$ cat src/rtl/cascade_counter_pkg.sv
package cascade_counter_pkg;

  typedef enum logic [1:0] {
    M_HOLD  = 2'd0,
    M_INC   = 2'd1,
    M_LOAD  = 2'd2,
    M_CLEAR = 2'd3
  } slice_mode_e;

  // Priority: clear, then load, then counting (both enables needed).
  function automatic slice_mode_e pick_mode(input logic clr_n, input logic load_n,
                                            input logic enp, input logic ent);
    if (!clr_n)          return M_CLEAR;
    else if (!load_n)    return M_LOAD;
    else if (enp && ent) return M_INC;
    return M_HOLD;
  endfunction

endpackage

$ cat src/rtl/cnt_mode_dec.sv
module cnt_mode_dec
  import cascade_counter_pkg::*;
(
  input  logic        clr_n,
  input  logic        load_n,
  input  logic        enp,
  input  logic        ent,
  output slice_mode_e mode
);
  always_comb mode = pick_mode(clr_n, load_n, enp, ent);
endmodule

$ cat src/rtl/cnt_carry.sv
module cnt_carry #(
  parameter int W = 4
) (
  input  logic [W-1:0] cur,
  input  logic         ent,
  output logic         rco
);
  logic at_top;
  assign at_top = &cur;
  assign rco    = ent & at_top;
endmodule

$ cat src/rtl/cnt_slice.sv
module cnt_slice
  import cascade_counter_pkg::*;
#(
  parameter int W = 4
) (
  input  logic         clk,
  input  logic         clr_n,
  input  logic         load_n,
  input  logic         enp,
  input  logic         ent,
  input  logic [W-1:0] d,
  output logic [W-1:0] q,
  output logic         rco
);
  slice_mode_e  mode;
  logic [W-1:0] cnt_r;
  logic [W-1:0] cnt_nxt;

  cnt_mode_dec u_dec (
    .clr_n (clr_n),
    .load_n(load_n),
    .enp   (enp),
    .ent   (ent),
    .mode  (mode)
  );

  always_comb begin
    case (mode)
      M_CLEAR: cnt_nxt = '0;
      M_LOAD:  cnt_nxt = d;
      M_INC:   cnt_nxt = cnt_r + 1'b1;
      default: cnt_nxt = cnt_r;
    endcase
  end

  always_ff @(posedge clk) cnt_r <= cnt_nxt;

  cnt_carry #(.W(W)) u_carry (
    .cur(cnt_r),
    .ent(ent),
    .rco(rco)
  );

  assign q = cnt_r;
endmodule

$ cat src/rtl/cascade_counter.sv
module cascade_counter #(
  parameter int SLICES  = 4,
  parameter int SLICE_W = 4
) (
  input  logic                        clk,
  input  logic                        clr_n,
  input  logic                        load_n,
  input  logic                        en_all,
  input  logic [SLICES*SLICE_W-1:0]   data_in,
  output logic [SLICES*SLICE_W-1:0]   q,
  output logic                        tc_out
);
  localparam int TOT_W = SLICES * SLICE_W;

  logic [SLICES-1:0] slice_ent;
  logic [SLICES-1:0] slice_rco;

  genvar k;
  generate
    for (k = 0; k < SLICES; k++) begin : g_slice
      if (k == 0) begin : g_first
        assign slice_ent[k] = en_all;
      end else begin : g_rest
        assign slice_ent[k] = slice_rco[k-1];
      end

      cnt_slice #(.W(SLICE_W)) u_slice (
        .clk   (clk),
        .clr_n (clr_n),
        .load_n(load_n),
        .enp   (en_all),
        .ent   (slice_ent[k]),
        .d     (data_in[k*SLICE_W +: SLICE_W]),
        .q     (q[k*SLICE_W +: SLICE_W]),
        .rco   (slice_rco[k])
      );
    end
  endgenerate

  assign tc_out = slice_rco[SLICES-1];
endmodule

$ cat config.mk
export PLATFORM = sky130hd
export DESIGN_NAME = cascade_counter
export DESIGN_NICKNAME = d
export VERILOG_FILES = /design/src/rtl/cascade_counter_pkg.sv /design/src/rtl/cnt_mode_dec.sv /design/src/rtl/cnt_carry.sv /design/src/rtl/cnt_slice.sv /design/src/rtl/cascade_counter.sv
export SDC_FILE = /design/constraint.sdc
export NUM_CORES = 1
export LEC_CHECK = 0
export BUFFER_PORTS_ARGS = -buffer_cell sky130_fd_sc_hd__buf_4
export CORE_MARGIN = 5
export CORE_UTILIZATION = 44
export DETAILED_ROUTE_END_ITERATION = 10
export MAX_ROUTING_LAYER = met4
export PLACE_DENSITY = 0.8
export SLEW_MARGIN = 10
export SYNTH_ARGS = -nofsm -noshare
export SYNTH_HDL_FRONTEND = slang
export SYNTH_HIERARCHICAL = 1
export SYNTH_SLANG_ARGS = --single-unit
$ cat constraint.sdc
create_clock -name clk -period 2.3 [get_ports clk]
set_input_delay 0.345 -clock clk [delete_from_list [all_inputs] [get_ports clk]]
set_output_delay 0.345 -clock clk [all_outputs]
set_load 0.05 [all_outputs]
After elaboration in Yosys (flattened, before gate mapping)
Index checks and enable logic that the tools add are counted.
{"block": "classes", "n_reduce_logical": 11, "addsub": 4, "muxes": 32, "bitwise": 4, "eq_ne": 12}
{"op": "$pmux W4 S3", "count": 4}
{"op": "$mux W2", "count": 16}
{"op": "$add A4 B1 Y4 const B", "count": 4}
{"op": "$eq A2 B2 Y1 const B", "count": 8}
{"op": "$reduce_and A4 Y1", "count": 4}
{"op": "$mux W1", "count": 12}
{"op": "$reduce_bool A3 Y1", "count": 4}
{"op": "$eq A2 B1 Y1 const B", "count": 4}
{"op": "$and A1 B1 Y1", "count": 4}
{"op": "$logic_and A1 B1 Y1", "count": 3}
{"block": "word_totals", "ff_bits": 16, "input_bits": 20, "output_inout_bits": 17, "wordCells": 67}

Logic depth before layout (Yosys ltp)
Gate-level depths: netlist of run 1.
{"block": "logic_depth", "depth_word": 11, "mapped_depth": 12, "mapped_depth_nobuf": 12}

Cells and area by module
The synthesis of run 1 kept the hierarchy.
{"mod": "cnt_slice", "n_inst": 4, "area_each_um2": 266.5, "cells_per_inst": 24, "seq_area_each_um2": 120.1}
{"mod": "cnt_carry", "n_inst": 4, "area_each_um2": 12.5, "cells_per_inst": 3, "seq_area_each_um2": 0.0}
{"mod": "cnt_mode_dec", "n_inst": 4, "area_each_um2": 12.5, "cells_per_inst": 3, "seq_area_each_um2": 0.0}

Worst setup path before layout of run 1
No wires, ideal clock.
{"block": "synth_timing", "kind": "reg2out", "from": "reg g_slice[0].u_slice.cnt_r[0]", "to": "out tc_out", "setup_slack_ps": -168, "stages_incl_launch_ff": 9, "arrival_ps": 2123, "t_required_ps": 1955, "path_buffers": 0, "cell_sequence": "edfxtp_1 nand3_1 nor2_1 nand3_1 nor2_1 nand3_1 nor2_1 nand3_1 nor2_1"}
{"block": "synth_via", "elab_chain_cells": 5}
{"element": "start: declaration", "line": "cnt_slice.sv:16", "text": "logic [W-1:0] cnt_r;"}
{"element": "start signal: assignment", "line": "cnt_slice.sv:36", "text": "always_ff @(posedge clk) cnt_r <= cnt_nxt;"}
{"element": "$reduce_and A4 Y1", "line": "cnt_carry.sv:9", "text": "assign at_top = &cur;"}
{"element": "$and A1 B1 Y1", "line": "cnt_carry.sv:10", "text": "assign rco = ent & at_top;"}
{"element": "via slice_ent[1]", "line": "cascade_counter.sv:15", "text": "logic [SLICES-1:0] slice_ent;"}
{"element": "$and A1 B1 Y1", "line": "cnt_carry.sv:10"}
{"element": "via slice_ent[2]", "line": "cascade_counter.sv:15"}
{"element": "$and A1 B1 Y1", "line": "cnt_carry.sv:10"}
{"element": "via slice_ent[3]", "line": "cascade_counter.sv:15"}
{"element": "$and A1 B1 Y1", "line": "cnt_carry.sv:10"}
{"element": "end: declaration", "line": "cascade_counter.sv:11", "text": "output logic tc_out"}
The timed path passes the listed nets, and every way through them passes these cells.

Worst setup path in the final report of run 1
{"block": "layout_timing", "from": "reg g_slice[0].u_slice.cnt_r[1]", "to": "out tc_out"}
The elaborated chain is that of the path after synthesis.

==> results of run 1 <==
==> worst register-to-register path: stages (launching register included) <==
cell,delay [ns]
edfxtp_1,0.42
nand3_1,0.10
nor2_2,0.14
nand3_1,0.10
nor2_2,0.11
nand3_1,0.10
nor2_2,0.14
nand3_1,0.08
nand2_1,0.10
inv_2,0.06
ha_2,0.20
a22oi_1,0.17
nor2b_1,0.06
==> cell type report <==
type / instances / share of cell area, %
Multi-Input combinational cell: 92 / 43.1
Sequential cell: 16 / 31.1
Timing Repair Buffer: 38 / 18.7
Inverter: 12 / 2.92
Tap cell: 30 / 2.43
Clock buffer: 3 / 1.46
Clock inverter: 1 / 0.243
==> path summary, 6_finish.rpt <==
path / from / end / slack, ns / depth (start not counted)
setup / recovery: g_slice[0].u_slice/q[1] / tc_out / 0.19 / 9
setup reg to reg: g_slice[0].u_slice/q[1] / g_slice[3].u_slice/q[2] / 0.28 / 12
hold / removal: data_in[15] / g_slice[3].u_slice/q[3] / 0.40 / 3
hold reg to reg: g_slice[3].u_slice/q[3] / g_slice[3].u_slice/q[3] / 0.69 / 2
==> what timing repair did <==
action | CTS | global route
resized for setup | 0 | 4
setup endpoints to repair | 0 | 4
buffers inserted | 0 | 2
==> power breakdown <==
group          internal [mW]  switching, mW  leakage, nW
combinational         0.0994          0.158        0.507
clock                 0.0628         0.0887       0.0154
sequential             0.350         0.0286        0.184
total                  0.512          0.275        0.706
==> layout by cell type, fill, tap and decap left out, drive strengths merged <==
cell and count:
buf 38, nand3 16, nand2 16, edfxtp 16
ha 16, inv 12, a22oi 8, nor2b 8
nand3b 4, nand4 4, o211ai 4, nand2b 4
a21boi 4, xor2 4, nor2 4, clkbuf 3
clkinv 1
==> kinds of logic (layout without fill, tap and decap cells) <==
family,Yosys count,after routing
AOI/OAI and AO/OA,16,16
xor gates and xnor gates,4,4
adders and majority gates,16,16
buffers and inverters,12,54
DFF,16,16
and+or+nand+nor,56,56
==> per-layer routing <==
| metal | wire [µm] | GRT usage [%] |
|---|---|---|
| met5 | 0 | - |
| met4 | 31 | 4.85 |
| met3 | 125 | 2.52 |
| met2 | 1450 | 29.0 |
| met1 | 1080 | 16.5 |
==> through the flow <==
stage / utilization [%] / cell area [µm²] / setup TNS [ns] / hold WS [ns] / worst slack, ns
finish: 61.8 / 1540 / 0 / 0.397 / 0.188
global route: 61.8 / 1540 / 0 / 0.383 / 0.0110
CTS: 60.7 / 1520 / 0 / 0.385 / 0.0505
detailed placement: 59.7 / 1490 / 0 / 0.669 / 0.159
global placement: 59.7 / 1490 / 0 / 0.647 / 0.272
floorplan: - / 1180 / -0.00523 / 0.584 / -0.00523
==> out/qor.yml, run 1 <==
clock_network:
  root_buffer: "clkbuf_4"
  clkTransAtPathRegs_ns: 0.10
  clockBufferDepth: 2
  htreeDepth: 1
  cts_tree: "built"
  cts_buffers: 3
  cts_hold_buf: 0
  clk_latency_ns: 0.28
  clock-sinks: 16
pwr:
  total_power_mw: 0.787
  ir_drop_uv: 325
  p_leak_nw: 0.706
  power_density_nw_per_um2: 510
timing:
  rsz0062_at_grt: "false"
  setup_viol: 0
  period_needed_ns: 2.11
  finalHoldViolations: 0
  finalCritPeriodShare_pct: 91.8
  maxSlewHeadroom_pct: 86.1
  fmax_mhz: 474
  tightestPinTransition_ns: 0.208
  finalClockSkew_ns: 0.00191
  maxSlewViolCount: 0
detailed_routing:
  vias: 1032
  drcViolationCount: 0
  via_per_inst: 5.38
  drt_iter0_markers: 30
  avgRoutedWirePerCell_um: 14.0
  ant_nets: 0
  drt_wl_total_um: 2690
  drtPass1Iterations: 4
placed_design:
  gp_congestion: 0.884
  dpl.hpwl_um: 2240
  placed_cells: 186
  port_buffers: 36
finish:
  final_nets: 199
  fillCellCount: 227
  n_antenna_cell: 0
  ff_latch_area_um2: 480
  area_delta_synth_final_pct: 32.4
  layoutNonFillerInstCount: 192
  multiInputGateArea_um2: 666
  drive_gt1_share_pct: 29.6
  largest_register_ffs: 16
synthesis:
  yosys_warnings: 6
  synth_common_cells: "16 x edfxtp_1, 16 x ha_1, 16 x nand2_1, 16 x nand3_1, 12 x inv_1"
  netlist_instances: 120
  async_flop_share_pct: 0
  synth_flop_cell: "edfxtp_1"
  synth-seq-cells: 16
  syn-num-nets: 156
  synth_mux_area_share_pct: 0
  syn_avg_cell_area_um2: 9.72
  ys_seq_area_share_pct: 41.2
  synth_top_area_cell: "edfxtp_1"
  synth_compound_area_share_pct: 10.3
  synth_top_family_by_area: "simple AND/OR/NAND/NOR gates"
  syn_area_um2: 1170
  synth_top_area_share_pct: 41.2
  synth_edf_count: 16
  synth_area_leaders: "edfxtp_1 41%, ha_1 17%, nand3_1 6.9%, a22oi_1 5.2%, nand2_1 5.2%"
  yosysUniqueCellTypes: 14
  synth_simple_gate_area_share_pct: 24.5
  synth_fa_ha_area_share_pct: 17.2
  synth_xor_area_share_pct: 3.00
grt:
  grtUsageTotal_pct: 15.6
  grt_pass1_wl_um: 4320
  grt.overflow.total: 0
  grt_pass1_vias: 1068
  grt_max_degree: 10
  grt_antenna_before_repair: 0
floorplanning:
  fp.dieH_um: 61.5
  rows: 18
  ioPinCount: 37
  fp.coreArea_um2: 2500
  die_x_um: 61.5
  start_util_pct: 46.6
  die_area_um2: 3780
outcome:
  status: "completed"
critical_path:
  setup.worst_path.end_class: "primary output"
  max_stage_delay_ns: 0.42
  worstPathMaxFanout: 4
  crit_path_cell_trace: "nand3_1, nor2_2, nand3_1, nor2_2, nand3_1, nor2_2, nand3_1, nor2_2, buf_6"
  cp_top_family: "simple AND/OR/NAND/NOR gates"
  arrival_ns: 1.77
  crit_type: "reg -> out"
  crit_buf_inv: 1
  required_ns: 1.96
  slowest_stage: "edfxtp_1"
  critPathLaunchType: "flip-flop"
job:
  cap_violations: 0
worst_hold_path:
  hp-class: "in -> reg"
Note: power is estimated with default switching activity, not from simulation.
==> inputs of run 2 (changes only) <==
- GPL_TIMING_DRIVEN: default -> 0
==> out/qor.yml, run 2 (synthesis gave the netlist of run 1 again) <==
critical_path:
  crit_type: "reg -> out"
  crit_buf_inv: 1  # unchanged
  setup.worst_path.end_class: "primary output"
  r2r_start: "g_slice[0].u_slice/q[1]"
  critPathLaunchType: "flip-flop"
  r2r-end: "g_slice[3].u_slice/q[3]"
  required_ns: 1.96  # about the same
  max_stage_delay_ns: 0.43  # about the same
  arrival_ns: 1.78  # about the same
  cp_top_family: "simple AND/OR/NAND/NOR gates"
  r2r_cells: 12  # unchanged
  rrSetupSlack_ns: 0.23  # -0.05 ns
  slowest_stage: "edfxtp_1"
  crit_path_cell_trace: "nand3_1, nor2_2, nand3_1, nor2_2, nand3_1, nor2_2, nand3_1, nor2_2, buf_6"
  cp-startpoint: "g_slice[0].u_slice/q[1]"
  worstPathMaxFanout: 4  # unchanged
timing:
  period_needed_ns: 2.12  # +0.00934 ns
  finalClockSkew_ns: 0.00547  # +0.00356 ns
  finalCritPeriodShare_pct: 92.2  # +0.41 points
  maxSlewViolCount: 0  # unchanged
  maxSlewHeadroom_pct: 87.0  # +0.82 points
  fin_tns_setup_ns: 0  # unchanged
  setup_viol: 0  # unchanged
  finalHoldViolations: 0  # unchanged
  rsz0062_at_grt: "false"
  hold_slack_ns: 0.397  # -0.000438 ns
  fmax_mhz: 471  # -0.44%
  tightestPinTransition_ns: 0.196  # -0.0123 ns
detailed_routing:
  avgRoutedWirePerCell_um: 14.3  # +1.8%
  drt_wl_total_um: 2720  # +1.3%
  drtPass1Iterations: 4  # unchanged
  drt_iter0_markers: 51  # +70%
  drcViolationCount: 0  # unchanged
  via_per_inst: 5.37  # about the same
  vias: 1026  # -0.58%
  ant_nets: 0  # unchanged
worst_hold_path:
  min-delay-start: "data_in[3]"
  hold_end: "g_slice[0].u_slice/q[3]"
  hold_depth: 3  # unchanged
  hp-class: "in -> reg"
floorplanning:
  die_area_um2: 3780  # unchanged
  die_x_um: 61.5  # unchanged
  ioPinCount: 37  # unchanged
  fp.dieH_um: 61.5  # unchanged
  rows: 18  # unchanged
  start_util_pct: 46.6  # unchanged
  fp.coreArea_um2: 2500  # unchanged
finish:
  n_antenna_cell: 0  # unchanged
  layout_commonest_cell: "buf_4"
  fillCellCount: 223  # -1.8%
  ff_latch_area_um2: 480  # unchanged
  largest_register_ffs: 16  # unchanged
  area_delta_synth_final_pct: 31.8
  multiInputGateArea_um2: 666  # unchanged
  layoutNonFillerInstCount: 191  # -0.52%
  most-common-layout-cells: "36 x buf_4, 16 x nand3_1, 16 x nand2_1, 16 x edfxtp_1, 14 x ha_1"
  drive_gt1_share_pct: 29.2  # -0.44 points
  utilization_pct: 61.5  # -0.30 points
  final_nets: 198  # -0.50%
pwr:
  power_density_nw_per_um2: 510  # about the same
  ir_drop_uv: 437  # +34%
  p_leak_nw: 0.701  # -0.73%
  total_power_mw: 0.784  # -0.44%
grt:
  grt.overflow.total: 0  # unchanged
  grt_max_degree: 10  # unchanged
  grt_antenna_before_repair: 0  # unchanged
  grt_pass1_wl_um: 4290  # -0.65%
  grt_pass1_vias: 1021  # -4.4%
  grtUsageTotal_pct: 15.6  # +0.089 points
placed_design:
  placed_cells: 186  # unchanged
  gp_congestion: 0.865  # -2.2%
  dpl.hpwl_um: 2240  # about the same
  port_buffers: 36  # unchanged
outcome:
  status: "completed"
clock_network:
  cts_tree: "built"
  clkTransAtPathRegs_ns: 0.09  # about the same
  cts_buffers: 3  # unchanged
  htreeDepth: 1  # unchanged
  clock-sinks: 16  # unchanged
  root_buffer: "clkbuf_4"
  cts_hold_buf: 0  # unchanged
  clk_latency_ns: 0.28  # about the same
  clockBufferDepth: 2  # unchanged
job:
  cap_violations: 0  # unchanged
[run 2: worst max path at each step]
stage                         endpoint  slack (ns)  cells past startpoint
6_report                        tc_out        0.18                      9
5_1_grt                         tc_out        0.01                      9
4_1_cts                         tc_out        0.03                      9
3_5_place_dp   g_slice[3].u_slice/q[3]        0.11                     13
3_3_place_gp   g_slice[3].u_slice/q[2]        0.13                     13
2_1_floorplan                   tc_out      -0.005                      8
[run 2: timing repair]
| item | 4_1_cts | 5_1_grt |
|---|---|---|
| pin swaps | 0 | 2 |
| resized for setup | 0 | 4 |
| hold endpoints to repair | 0 | 0 |
| setup buffers | 1 | 0 |
| endpoints found under the setup margin | 1 | 4 |
[run 2: worst min-delay path: stages]
cell and delay [ns]:
buf_4 0.08, nand3_1 0.05, o211ai_1 0.09
[run 2: layout make-up]
class / count / area share (%)
Tap cell: 30 / 2.44
Clock inverter: 1 / 0.244
Timing Repair Buffer: 37 / 18.3
Clock buffer: 3 / 1.47
Inverter: 12 / 2.93
Sequential cell: 16 / 31.3
Multi-Input combinational cell: 92 / 43.3
[run 2: report_power, final]
part | switching (mW) | internal (mW) | total [mW]
Sequential | 0.0269 | 0.350 | 0.376
Clock | 0.0890 | 0.0629 | 0.152
Combinational | 0.158 | 0.0973 | 0.255
[run 2: routing by layer]
metal  vias up  global-route usage (%)  wire (µm)
li1        512                       -          -
met1       480                    18.1       1080
met2        32                    27.5       1480
met3         2                    2.73        151
met4         0                    4.55         12
met5         -                       -          0
[run 2: metrics by stage]
step / instance area, µm² / worst slack (ns)
after floorplan: 1180 / -0.00523
final: 1540 / 0.179
after global routing: 1540 / 0.0141
after CTS: 1530 / 0.0263
after global placement: 1490 / 0.127
after detailed placement: 1490 / 0.113
==> inputs of run 3 (changes only) <==
- CELL_PAD_IN_SITES_DETAIL_PLACEMENT: default -> 1
- CELL_PAD_IN_SITES_GLOBAL_PLACEMENT: default -> 2
- CORE_UTILIZATION: 44 -> 30
- PLACE_DENSITY: 0.8 -> 0.88
==> out/qor.yml, run 3 (synthesis gave the netlist of run 1 again) <==
clock_network:
  clkTransAtPathRegs_ns: 0.06  # -0.03 ns
  cts_buffers: 3  # unchanged
  cts_tree: "built"
  root_buffer: "clkbuf_8"
  clock-sinks: 16  # unchanged
  clk_latency_ns: 0.25  # -0.03 ns
  clockBufferDepth: 2  # unchanged
  htreeDepth: 1  # unchanged
  cts_hold_buf: 0  # unchanged
detailed_routing:
  ant_nets: 0  # unchanged
  top_layer: "met4"
  vias: 1014  # -1.2%
  via_per_inst: 4.81  # -11%
  drtPass1Iterations: 3  # -1
  met3RoutedLength_um: 98  # -35%
  drt_wl_total_um: 2960  # +8.8%
  drcViolationCount: 0  # unchanged
  avgRoutedWirePerCell_um: 14.0  # -1.5%
  met2WireLength_um: 1550  # +4.7%
  drt_iter0_markers: 32  # -37%
  met1_length_um: 1280  # +18%
critical_path:
  critPathLaunchType: "flip-flop"
  arrival_ns: 1.77  # about the same
  worstPathMaxFanout: 4  # unchanged
  required_ns: 1.96  # about the same
  crit_type: "reg -> out"
  setup.worst_path.end_class: "primary output"
finish:
  layout_commonest_cell: "buf_4"
  area_delta_synth_final_pct: 36.1
  ff_latch_area_um2: 480  # unchanged
  largest_register_ffs: 16  # unchanged
  layoutNonFillerInstCount: 211  # +10%
  fillCellCount: 463  # +110%
  multiInputGateArea_um2: 663  # -0.38%
  drive_gt1_share_pct: 29.4  # +0.26 points
  final_nets: 200  # +1.0%
  most-common-layout-cells: "39 x buf_4, 16 x nand3_1, 16 x nand2_1, 16 x edfxtp_1, 14 x ha_1"
  n_antenna_cell: 0  # unchanged
  utilization_pct: 42.7  # -19 points
timing:
  maxSlewHeadroom_pct: 85.0  # -2.0 points
  rsz0062_at_grt: "false"
  fmax_mhz: 473  # +0.24%
  finalCritPeriodShare_pct: 92.0  # -0.22 points
  finalHoldViolations: 0  # unchanged
  finalClockSkew_ns: 0.00545  # -0.0000207 ns
  setup_viol: 0  # unchanged
  period_needed_ns: 2.12  # -0.00516 ns
  maxSlewViolCount: 0  # unchanged
  tightestPinTransition_ns: 0.226  # +0.0299 ns
pwr:
  p_leak_nw: 0.719  # +2.5%
  power_density_nw_per_um2: 537  # +5.2%
  ir_drop_uv: 208  # -52%
floorplanning:
  die_x_um: 72.3  # +18%
  start_util_pct: 31.4  # -15 points
  fp.coreArea_um2: 3720  # +49%
  fp.dieH_um: 72.3  # +18%
  die_area_um2: 5230  # +38%
  rows: 22  # +4
  ioPinCount: 37  # unchanged
placed_design:
  port_buffers: 36  # unchanged
  placed_cells: 204  # +9.7%
  gp_congestion: 0.770  # -11%
  dpl.hpwl_um: 2450  # +9.5%
outcome:
  status: "completed"
grt:
  grt_pass1_vias: 1152  # +13%
  grt_pass1_wl_um: 5040  # +18%
  grtUsageTotal_pct: 12.5  # -3.1 points
  grt.overflow.total: 0  # unchanged
  grt_max_degree: 10  # unchanged
  grt_antenna_before_repair: 0  # unchanged
worst_hold_path:
  hp-class: "in -> reg"
job:
  cap_violations: 0  # unchanged
run 3: what timing repair did:
item                                   4_1_cts  5_1_grt
setup endpoints to repair                    0        9
resized for setup                            0        2
setup buffers                                0        3
endpoints found under the hold margin        0        0
run 3: worst max-delay path, stage by stage, from the launching register on:
cell      delay [ns]
edfxtp_1        0.40
nand2_1         0.07
nor2_1          0.13
nand3_1         0.11
nor2_2          0.15
nand3_1         0.10
nor2_2          0.15
nand3_1         0.11
nor2_2          0.10
buf_4           0.20
run 3: final cells by class:
cell class	instances	area share, %
inverters	12	2.84
multi-input cells	92	41.8
repair buffers	39	18.5
clock inverters	1	0.237
well taps	48	3.79
clock buffers	3	2.60
flip-flops and latches	16	30.3
run 3: layer usage:
| metal | GRT usage, % | vias up |
|---|---|---|
| li1 | - | 518 |
| met1 | 14.1 | 475 |
| met2 | 22.0 | 19 |
| met3 | 1.94 | 2 |
| met4 | 5.01 | 0 |
| met5 | - | - |
run 3: per-stage QoR:
stage / TNS (ns) / instance area, µm² / hold WS (ns) / power, mW / worst slack (ns)
floorplan: -0.00523 / 1180 / 0.584 / 0.544 / -0.00523
global placement: 0 / 1510 / 0.648 / 0.631 / 0.0769
detailed placement: 0 / 1510 / 0.670 / 0.641 / 0.0538
CTS: 0 / 1560 / 0.427 / 0.857 / 0.0287
global route: 0 / 1590 / 0.456 / 0.897 / 0.0169
finish: 0 / 1590 / 0.429 / 0.852 / 0.184
run 3: report_power, final:
group / internal, mW / switching, mW / total, mW
clock: 0.118 / 0.0949 / 0.213
sequential: 0.350 / 0.0256 / 0.376
combinational: 0.101 / 0.162 / 0.263
total: 0.569 / 0.282 / 0.852
run 3: path summary, 6_finish.rpt:
check	startpoint	to	slack, ns	cells past startpoint
setup / recovery	g_slice[0].u_slice/q[3]	tc_out	0.18	9
hold / removal	data_in[3]	g_slice[0].u_slice/q[3]	0.43	3
hold reg to reg	g_slice[2].u_slice/q[3]	g_slice[2].u_slice/q[3]	0.68	2
setup reg to reg	g_slice[0].u_slice/q[3]	g_slice[3].u_slice/q[2]	0.21	12
